File: src/rtl/oeh_pkg.sv
package oeh_pkg;
   typedef enum logic {
      SEL_STATUS = 1'b0,
      SEL_DATA   = 1'b1
   } oeh_sel_e;

   localparam int unsigned STATUS_READY_BIT = 0;
endpackage

File: src/rtl/oeh_sample_timer.sv
module oeh_sample_timer #(
   parameter int unsigned SAMPLE_PERIOD = 4096
) (
   input  logic clk,
   input  logic rst_n,
   output logic tick
);
   localparam int unsigned CNT_W = (SAMPLE_PERIOD > 2) ? $clog2(SAMPLE_PERIOD) : 1;
   localparam logic [CNT_W-1:0] LAST = CNT_W'(SAMPLE_PERIOD - 1);

   logic [CNT_W-1:0] cnt_q;

   assign tick = (cnt_q == LAST);

   always_ff @(posedge clk) begin
      if (!rst_n) begin
         cnt_q <= '0;
      end else if (tick) begin
         cnt_q <= '0;
      end else begin
         cnt_q <= cnt_q + 1'b1;
      end
   end
endmodule

File: src/rtl/oeh_osc_sampler.sv
module oeh_osc_sampler #(
   parameter int unsigned NUM_OSC     = 32,
   parameter int unsigned SYNC_STAGES = 2
) (
   input  logic               clk,
   input  logic               rst_n,
   input  logic [NUM_OSC-1:0] osc_in,
   input  logic               tick,
   output logic               bit_vld,
   output logic               bit_val
);
   logic [NUM_OSC-1:0] osc_s;

   generate
      if (SYNC_STAGES == 0) begin : g_direct
         assign osc_s = osc_in;
      end else begin : g_sync
         logic [NUM_OSC-1:0] pipe_q [SYNC_STAGES];
         always_ff @(posedge clk) begin
            if (!rst_n) begin
               for (int i = 0; i < SYNC_STAGES; i++) pipe_q[i] <= '0;
            end else begin
               pipe_q[0] <= osc_in;
               for (int i = 1; i < SYNC_STAGES; i++) pipe_q[i] <= pipe_q[i-1];
            end
         end
         assign osc_s = pipe_q[SYNC_STAGES-1];
      end
   endgenerate

   logic parity;
   logic second_q;
   logic first_q;

   assign parity = ^osc_s;

   always_ff @(posedge clk) begin
      if (!rst_n) begin
         second_q <= 1'b0;
         first_q  <= 1'b0;
         bit_vld  <= 1'b0;
         bit_val  <= 1'b0;
      end else begin
         bit_vld <= tick && second_q;
         if (tick) begin
            second_q <= !second_q;
            if (second_q) begin
               bit_val <= first_q ^ parity;
            end else begin
               first_q <= parity;
            end
         end
      end
   end
endmodule

File: src/rtl/oeh_word_collector.sv
module oeh_word_collector #(
   parameter int unsigned WORD_W = 32
) (
   input  logic              clk,
   input  logic              rst_n,
   input  logic              bit_vld,
   input  logic              bit_val,
   input  logic              consume,
   output logic [WORD_W-1:0] word,
   output logic              ready
);
   localparam int unsigned FW = $clog2(WORD_W + 1);
   localparam logic [FW-1:0] FULL = FW'(WORD_W);

   logic [FW-1:0] fresh_q;

   assign ready = (fresh_q == FULL);

   always_ff @(posedge clk) begin
      if (!rst_n) begin
         word    <= '0;
         fresh_q <= '0;
      end else begin
         if (bit_vld) begin
            word <= {word[WORD_W-2:0], bit_val};
         end
         if (consume) begin
            fresh_q <= '0;
         end else if (bit_vld && !ready) begin
            fresh_q <= fresh_q + 1'b1;
         end
      end
   end
endmodule

File: src/rtl/osc_entropy_harvester.sv
module osc_entropy_harvester
   import oeh_pkg::*;
#(
   parameter int unsigned NUM_OSC       = 32,
   parameter int unsigned SAMPLE_PERIOD = 4096,
   parameter int unsigned SYNC_STAGES   = 2,
   parameter int unsigned WORD_W        = 32
) (
   input  logic               clk,
   input  logic               rst_n,
   input  logic [NUM_OSC-1:0] osc_in,
   input  logic               rd_en,
   input  logic               rd_sel,
   output logic [WORD_W-1:0]  rd_data
);
   generate
      if (SAMPLE_PERIOD < 2) begin : g_bad_period
         $error("SAMPLE_PERIOD must be at least 2");
      end
      if (NUM_OSC < 1) begin : g_bad_osc
         $error("NUM_OSC must be at least 1");
      end
      if (WORD_W < 2) begin : g_bad_word
         $error("WORD_W must be at least 2");
      end
   endgenerate

   logic              tick;
   logic              bit_vld;
   logic              bit_val;
   logic              consume;
   logic [WORD_W-1:0] word;
   logic              ready;
   logic [WORD_W-1:0] status_word;

   oeh_sample_timer #(.SAMPLE_PERIOD(SAMPLE_PERIOD)) u_timer (
      .clk  (clk),
      .rst_n(rst_n),
      .tick (tick)
   );

   oeh_osc_sampler #(.NUM_OSC(NUM_OSC), .SYNC_STAGES(SYNC_STAGES)) u_sampler (
      .clk    (clk),
      .rst_n  (rst_n),
      .osc_in (osc_in),
      .tick   (tick),
      .bit_vld(bit_vld),
      .bit_val(bit_val)
   );

   assign consume = rd_en && (rd_sel == SEL_DATA);

   oeh_word_collector #(.WORD_W(WORD_W)) u_collect (
      .clk    (clk),
      .rst_n  (rst_n),
      .bit_vld(bit_vld),
      .bit_val(bit_val),
      .consume(consume),
      .word   (word),
      .ready  (ready)
   );

   always_comb begin
      status_word = '0;
      status_word[STATUS_READY_BIT] = ready;
   end

   always_ff @(posedge clk) begin
      if (!rst_n) begin
         rd_data <= '0;
      end else if (rd_en) begin
         rd_data <= (rd_sel == SEL_DATA) ? word : status_word;
      end
   end
endmodule

File: config.mk
export PLATFORM = sky130hd
export DESIGN_NAME = osc_entropy_harvester
export DESIGN_NICKNAME = d
export VERILOG_FILES = /design/src/rtl/oeh_pkg.sv /design/src/rtl/oeh_sample_timer.sv /design/src/rtl/oeh_osc_sampler.sv /design/src/rtl/oeh_word_collector.sv /design/src/rtl/osc_entropy_harvester.sv
export SDC_FILE = /design/constraint.sdc
export NUM_CORES = 1
export LEC_CHECK = 0
export ABC_AREA = 1
export CORE_MARGIN = 1.5
export CORE_UTILIZATION = 25
export CTS_CLUSTER_SIZE = 24
export DETAILED_ROUTE_END_ITERATION = 12
export DONT_BUFFER_PORTS = 1
export PLACE_DENSITY = 0.46
export SYNTH_ARGS = -nofsm -noshare
export SYNTH_HDL_FRONTEND = slang
export SYNTH_HIERARCHICAL = 1
export SYNTH_SLANG_ARGS = --single-unit
File: constraint.sdc
create_clock -name clk -period 2.9 [get_ports clk]
set_clock_uncertainty 0.1 [all_clocks]
set_input_delay 0.58 -clock clk [delete_from_list [all_inputs] [get_ports clk]]
set_output_delay 0.58 -clock clk [all_outputs]
set_load 0.05 [all_outputs]
Yosys cells after proc, flatten, opt, wreduce, memory -nomap -nowiden. Memory sizes are Yosys's and may differ from the RTL's. Index checks and enable logic that the tools add are counted.

Add/subtract/negate cells: 2. Equal/unequal tests: 2. Multiplexer cells: 5. Bitwise operators: 5. Reduce and logical (&&, ||, !) cells: 10.

Operators with widths (count): two-way mux 32 bit (3); XOR reduction 32 bit (1); adder 12 x 1 -> 12 bit (second input constant) (1); equality test 12 bit (second input constant) (1); adder 6 x 1 -> 6 bit (second input constant) (1); equality test 6 bit (second input constant) (1); AND reduction 2 bit (2); OR reduction 2 bit (2); logical AND 1 bit (3); zero test 1 bit (2); two-way mux 1 bit (2); NOT 1 bit (2); OR 1 bit (2); bitwise XOR 1 bit (1).

Bits in registers: 86. RAM bits: 64. Bits of input ports: 36. Output and inout port bits: 32. Word-level logic and storage cells: 33. Memories kept: 1.

Memories: u_sampler.g_sync.pipe_q (depth 2, width 32, read ports 2, clocked after memory_dff 0, write ports 2, line oeh_osc_sampler.sv:18) `logic [NUM_OSC-1:0] pipe_q [SYNC_STAGES];`.

Depth between registers and ports, before layout.
Depth after elaboration: 3. Gate-level depth with buffers: 15. Gate-level depth less buffers: 15.

Modules after synthesis. The synthesis kept the hierarchy.

By module, submodules not included: oeh_osc_sampler (times used 1, cells an instance 429, area each 2758.9 µm², seq. area each 1361.3 µm²); oeh_word_collector (times used 1, cells an instance 193, area each 1480.2 µm², seq. area each 760.7 µm²); osc_entropy_harvester (times used 1, cells an instance 151, area each 1331.3 µm², seq. area each 640.6 µm²); oeh_sample_timer (times used 1, cells an instance 72, area each 554.3 µm², seq. area each 240.2 µm²).

Worst setup path before layout. Ideal clock, no wire load.

Kind: register -> register. From: register u_timer.cnt_q[0]. To: register u_sampler.bit_val. Library setup time: 59 ps. Data arrival time: 1286 ps. Required time: 2741 ps. Path slack: 1455 ps. Cell stages (with the launch flop): 10. Path buffers: 0. Period minus slack after synthesis: 1445 ps. Cell sequence: dfxtp_1 > ha_1 > nand3_2 > nor2_4 > nand3_2 > inv_1 > nand2_1 > nor2_1 > nand3_1 > nand2_1.

Cells in the longest elaborated chain, start to end: 2.

Ends and longest elaborated chain: start, declared (line oeh_sample_timer.sv:11) `logic [CNT_W-1:0] cnt_q;`; start signal, assigned (line oeh_sample_timer.sv:21) `cnt_q <= cnt_q + 1'b1;`; equality test 12 bit (line oeh_sample_timer.sv:13) `assign tick = (cnt_q == LAST);`; net tick (line osc_entropy_harvester.sv:28) `logic tick;`; AND reduction 2 bit (no source line); end signal, assigned (line oeh_osc_sampler.sv:48) `bit_val <= first_q ^ parity;`; end, declared (line oeh_osc_sampler.sv:10) `output logic bit_val`.

The timed path passes the listed nets, and every way through them passes these cells. A chain may end at the register's enable or synchronous reset.

Final worst setup path.
From: register rd_data[2]. To: output port rd_data[2].

RTL lines: start, declared (line osc_entropy_harvester.sv:14) `output logic [WORD_W-1:0] rd_data`; start signal, assigned (line osc_entropy_harvester.sv:72) `rd_data <= (rd_sel == SEL_DATA) ? word : status_word;`.

No word-level cell between the ends.

==> results.json <==
{
  "final_cell_mix": "290 x nand2_1, 150 x dfxtp_1, 117 x inv_1",
  "mostFrequentLayoutCell": "nand2_1",
  "leakagePower_nw": 3.34,
  "post_cts_resized": 0,
  "rsz0062_at_grt": "no",
  "io_buffers": 0,
  "synthTopCellsByArea": "dfxtp_1 49%, nand2_1 18%, inv_1 7.2%, nor2_1 5.4%, nand3_1 3.9%",
  "synth_area_mm2": 0.00612,
  "power.density_mw_per_mm2": 653,
  "root_buffer": "clkbuf_16",
  "synth.distinct_cells": 27,
  "critical_path_class": "reg -> out",
  "synth_seq_cells": 150,
  "yosysWarningCount": 6,
  "fin_nets": 872,
  "dpl.hpwl_um": 7820,
  "die_h_um": 160,
  "synth.largest_area_cell": "dfxtp_1",
  "rows": 57,
  "peakVddDrop_v": 0.000339,
  "grt_pass1_wl_um": 20900,
  "critical_path_required_ps": 2220,
  "cts_sinks": 150,
  "clk_latency_ps": 410,
  "ys_seq_area_frac": 0.490,
  "dr.pass1.iters": 4,
  "grt_max_degree": 103,
  "avgSynthCellArea_um2": 7.25,
  "clkSlewWorstSetupHoldPaths_ps": 60,
  "tightestPinTransition_ps": 1070,
  "maxCapViolations": 0,
  "sw_frac_of_total": 0.220,
  "r2r_slack_ps": 1270,
  "dieArea_mm2": 0.0254,
  "cts_setup_buffers": 0,
  "drive_above_1_share": 0.0746,
  "p_int_mw": 3.50,
  "cts_tree": "done",
  "drt-initial-drc-count": 246,
  "critPathMaxFanout": 2,
  "grtUsageTotal": 0.100,
  "antenna_cells": 0,
  "start_util": 0.253,
  "synthMuxAreaShare": 0,
  "synth_cells": 845,
  "antenna_found_initial": 0,
  "io_pins": 68,
  "holdBufCountCts": 0,
  "drc": 0,
  "cts_buffers": 17,
  "clkPwrFrac": 0.479,
  "setup_tns_ps": 0,
  "synth_top_family_by_area": "simple AND/OR/NAND/NOR gates",
  "synth-compound-area-share": 0.0680,
  "cp.arrival_ps": 1120,
  "worstHoldPathType": "in -> reg",
  "fin_ws_ps": 1100,
  "hold_viol_final": 0,
  "post_drt_wl_per_cell_um": 10.3,
  "synth-simple-area-share": 0.307,
  "synth_nets": 884,
  "layout_min_cycle_time_ps": 1800,
  "synth_top_cell_area_share": 0.490,
  "p_sw_mw": 0.985,
  "drt-total-wl_um": 12100,
  "outcome": "completed",
  "core-area_mm2": 0.0242,
  "end_kind": "primary output",
  "via_per_inst": 4.01,
  "dr_total_vias": 4686,
  "drtAntennaViolNets": 0,
  "comb_power_share": 0.046,
  "dpl-instance-area_mm2": 0.00630,
  "yosys.area_share.xor_xnor": 0.0157,
  "area_growth_syn_to_layout_pct": 12.3,
  "fmax_mhz": 554,
  "startpoint_type": "register",
  "dieWidth_um": 160,
  "slew_viol_final": 0,
  "dp_slack_ps": 1190,
  "cts.path.max_buffers": 2,
  "min_period_over_period": 0.622,
  "finalSetupViolations": 0,
  "slew_headroom": 0.288,
  "h-tree-depth": 4,
  "final_cell_area_mm2": 0.00688,
  "grt-ovfl-total": 0,
  "synthAdderAreaFrac": 0.00613,
  "final_util": 0.284,
  "pwr-share-seq": 0.475,
  "grt_pass1_vias": 4451,
  "gp_congestion": 0.710
}
==> cell usage after synthesis <==
library cell	n
nand2_1	290
dfxtp_1	150
inv_1	117
nor2_1	88
nand3_1	48
o21ai_0	32
a21oi_1	31
clkbuf_1	14
nand2_2	14
a21oi_2	11
buf_6	6
xnor2_1	6
buf_2	5
buf_4	5
xor2_1	5
nand4_1	4
buf_12	3
ha_1	3
nand3b_1	3
nand3_2	2
nor2_4	2
inv_8	1
nand2_4	1
nand3_4	1
nor2_2	1
o21ai_1	1
or2_0	1
==> state kept, by name, indices dropped and copies added, names as in the netlist <==
signal and count:
rd_data 32, u_collect/fresh_q 6, u_collect/word 32, u_sampler/bit_val 1, u_sampler/bit_vld 1, u_sampler/first_q 1, u_sampler/g_sync.pipe_q 64, u_sampler/second_q 1
u_timer/cnt_q 12
==> power by group through the flow <==
stage	combinational, mW	sequential (mW)	clock [mW]
after floorplan	0.213	2.17	0
after global placement	0.203	2.18	0
after detailed placement	0.207	2.18	0
after CTS	0.209	2.13	2.22
after global routing	0.244	2.14	2.32
final	0.205	2.13	2.15
==> final timing paths <==
check / from / to / depth (start not counted)
min reg2reg: u_sampler/g_sync.pipe_q[0][13] / u_sampler/g_sync.pipe_q[0][45] / 2
min: osc_in[20] / u_sampler/g_sync.pipe_q[0][20] / 2
max: rd_data[2] / rd_data[2] / 0
max reg2reg: u_timer/cnt_q[0] / u_sampler/bit_val / 9
==> metal layers <==
metal / global-route usage / vias to the layer above / wire length, µm
met2: 0.164 / 56 / 5540
met4: 0.0412 / 0 / 166
li1: - / 2526 / -
met5: 0 / - / 0
met1: 0.121 / 2093 / 5740
met3: 0.0344 / 11 / 628
==> stage by stage <==
step           instances  hold slack [ps]  power (mW)
2_1_floorplan        845              286        2.38
3_3_place_gp        1138              292        2.38
3_5_place_dp        1138              295        2.38
4_1_cts             1168              149        4.56
5_1_grt             1168              147        4.70
6_report            1168              167        4.49
==> logic make-up (layout without fill, tap and decap cells) <==
| logic type | count (synthesis) | after routing |
|---|---|---|
| AO/OA/AOI/OAI | 75 | 75 |
| XOR/XNOR | 11 | 11 |
| adder cells (fa/ha/maj) | 3 | 3 |
| buffers and inverters | 151 | 150 |
| flip-flops | 150 | 150 |
| AND/OR/NAND/NOR | 455 | 455 |
==> layout make-up <==
cell class	count	area (µm²)
flip-flops and latches	150	3000
clock inverters	8	98.8
repair buffers	2	15.0
clock buffers	22	474
inverters	118	450
fillers	2650	17300
well taps	324	405
multi-input cells	544	2430
No activity file was read; power rests on OpenSTA's default activity.
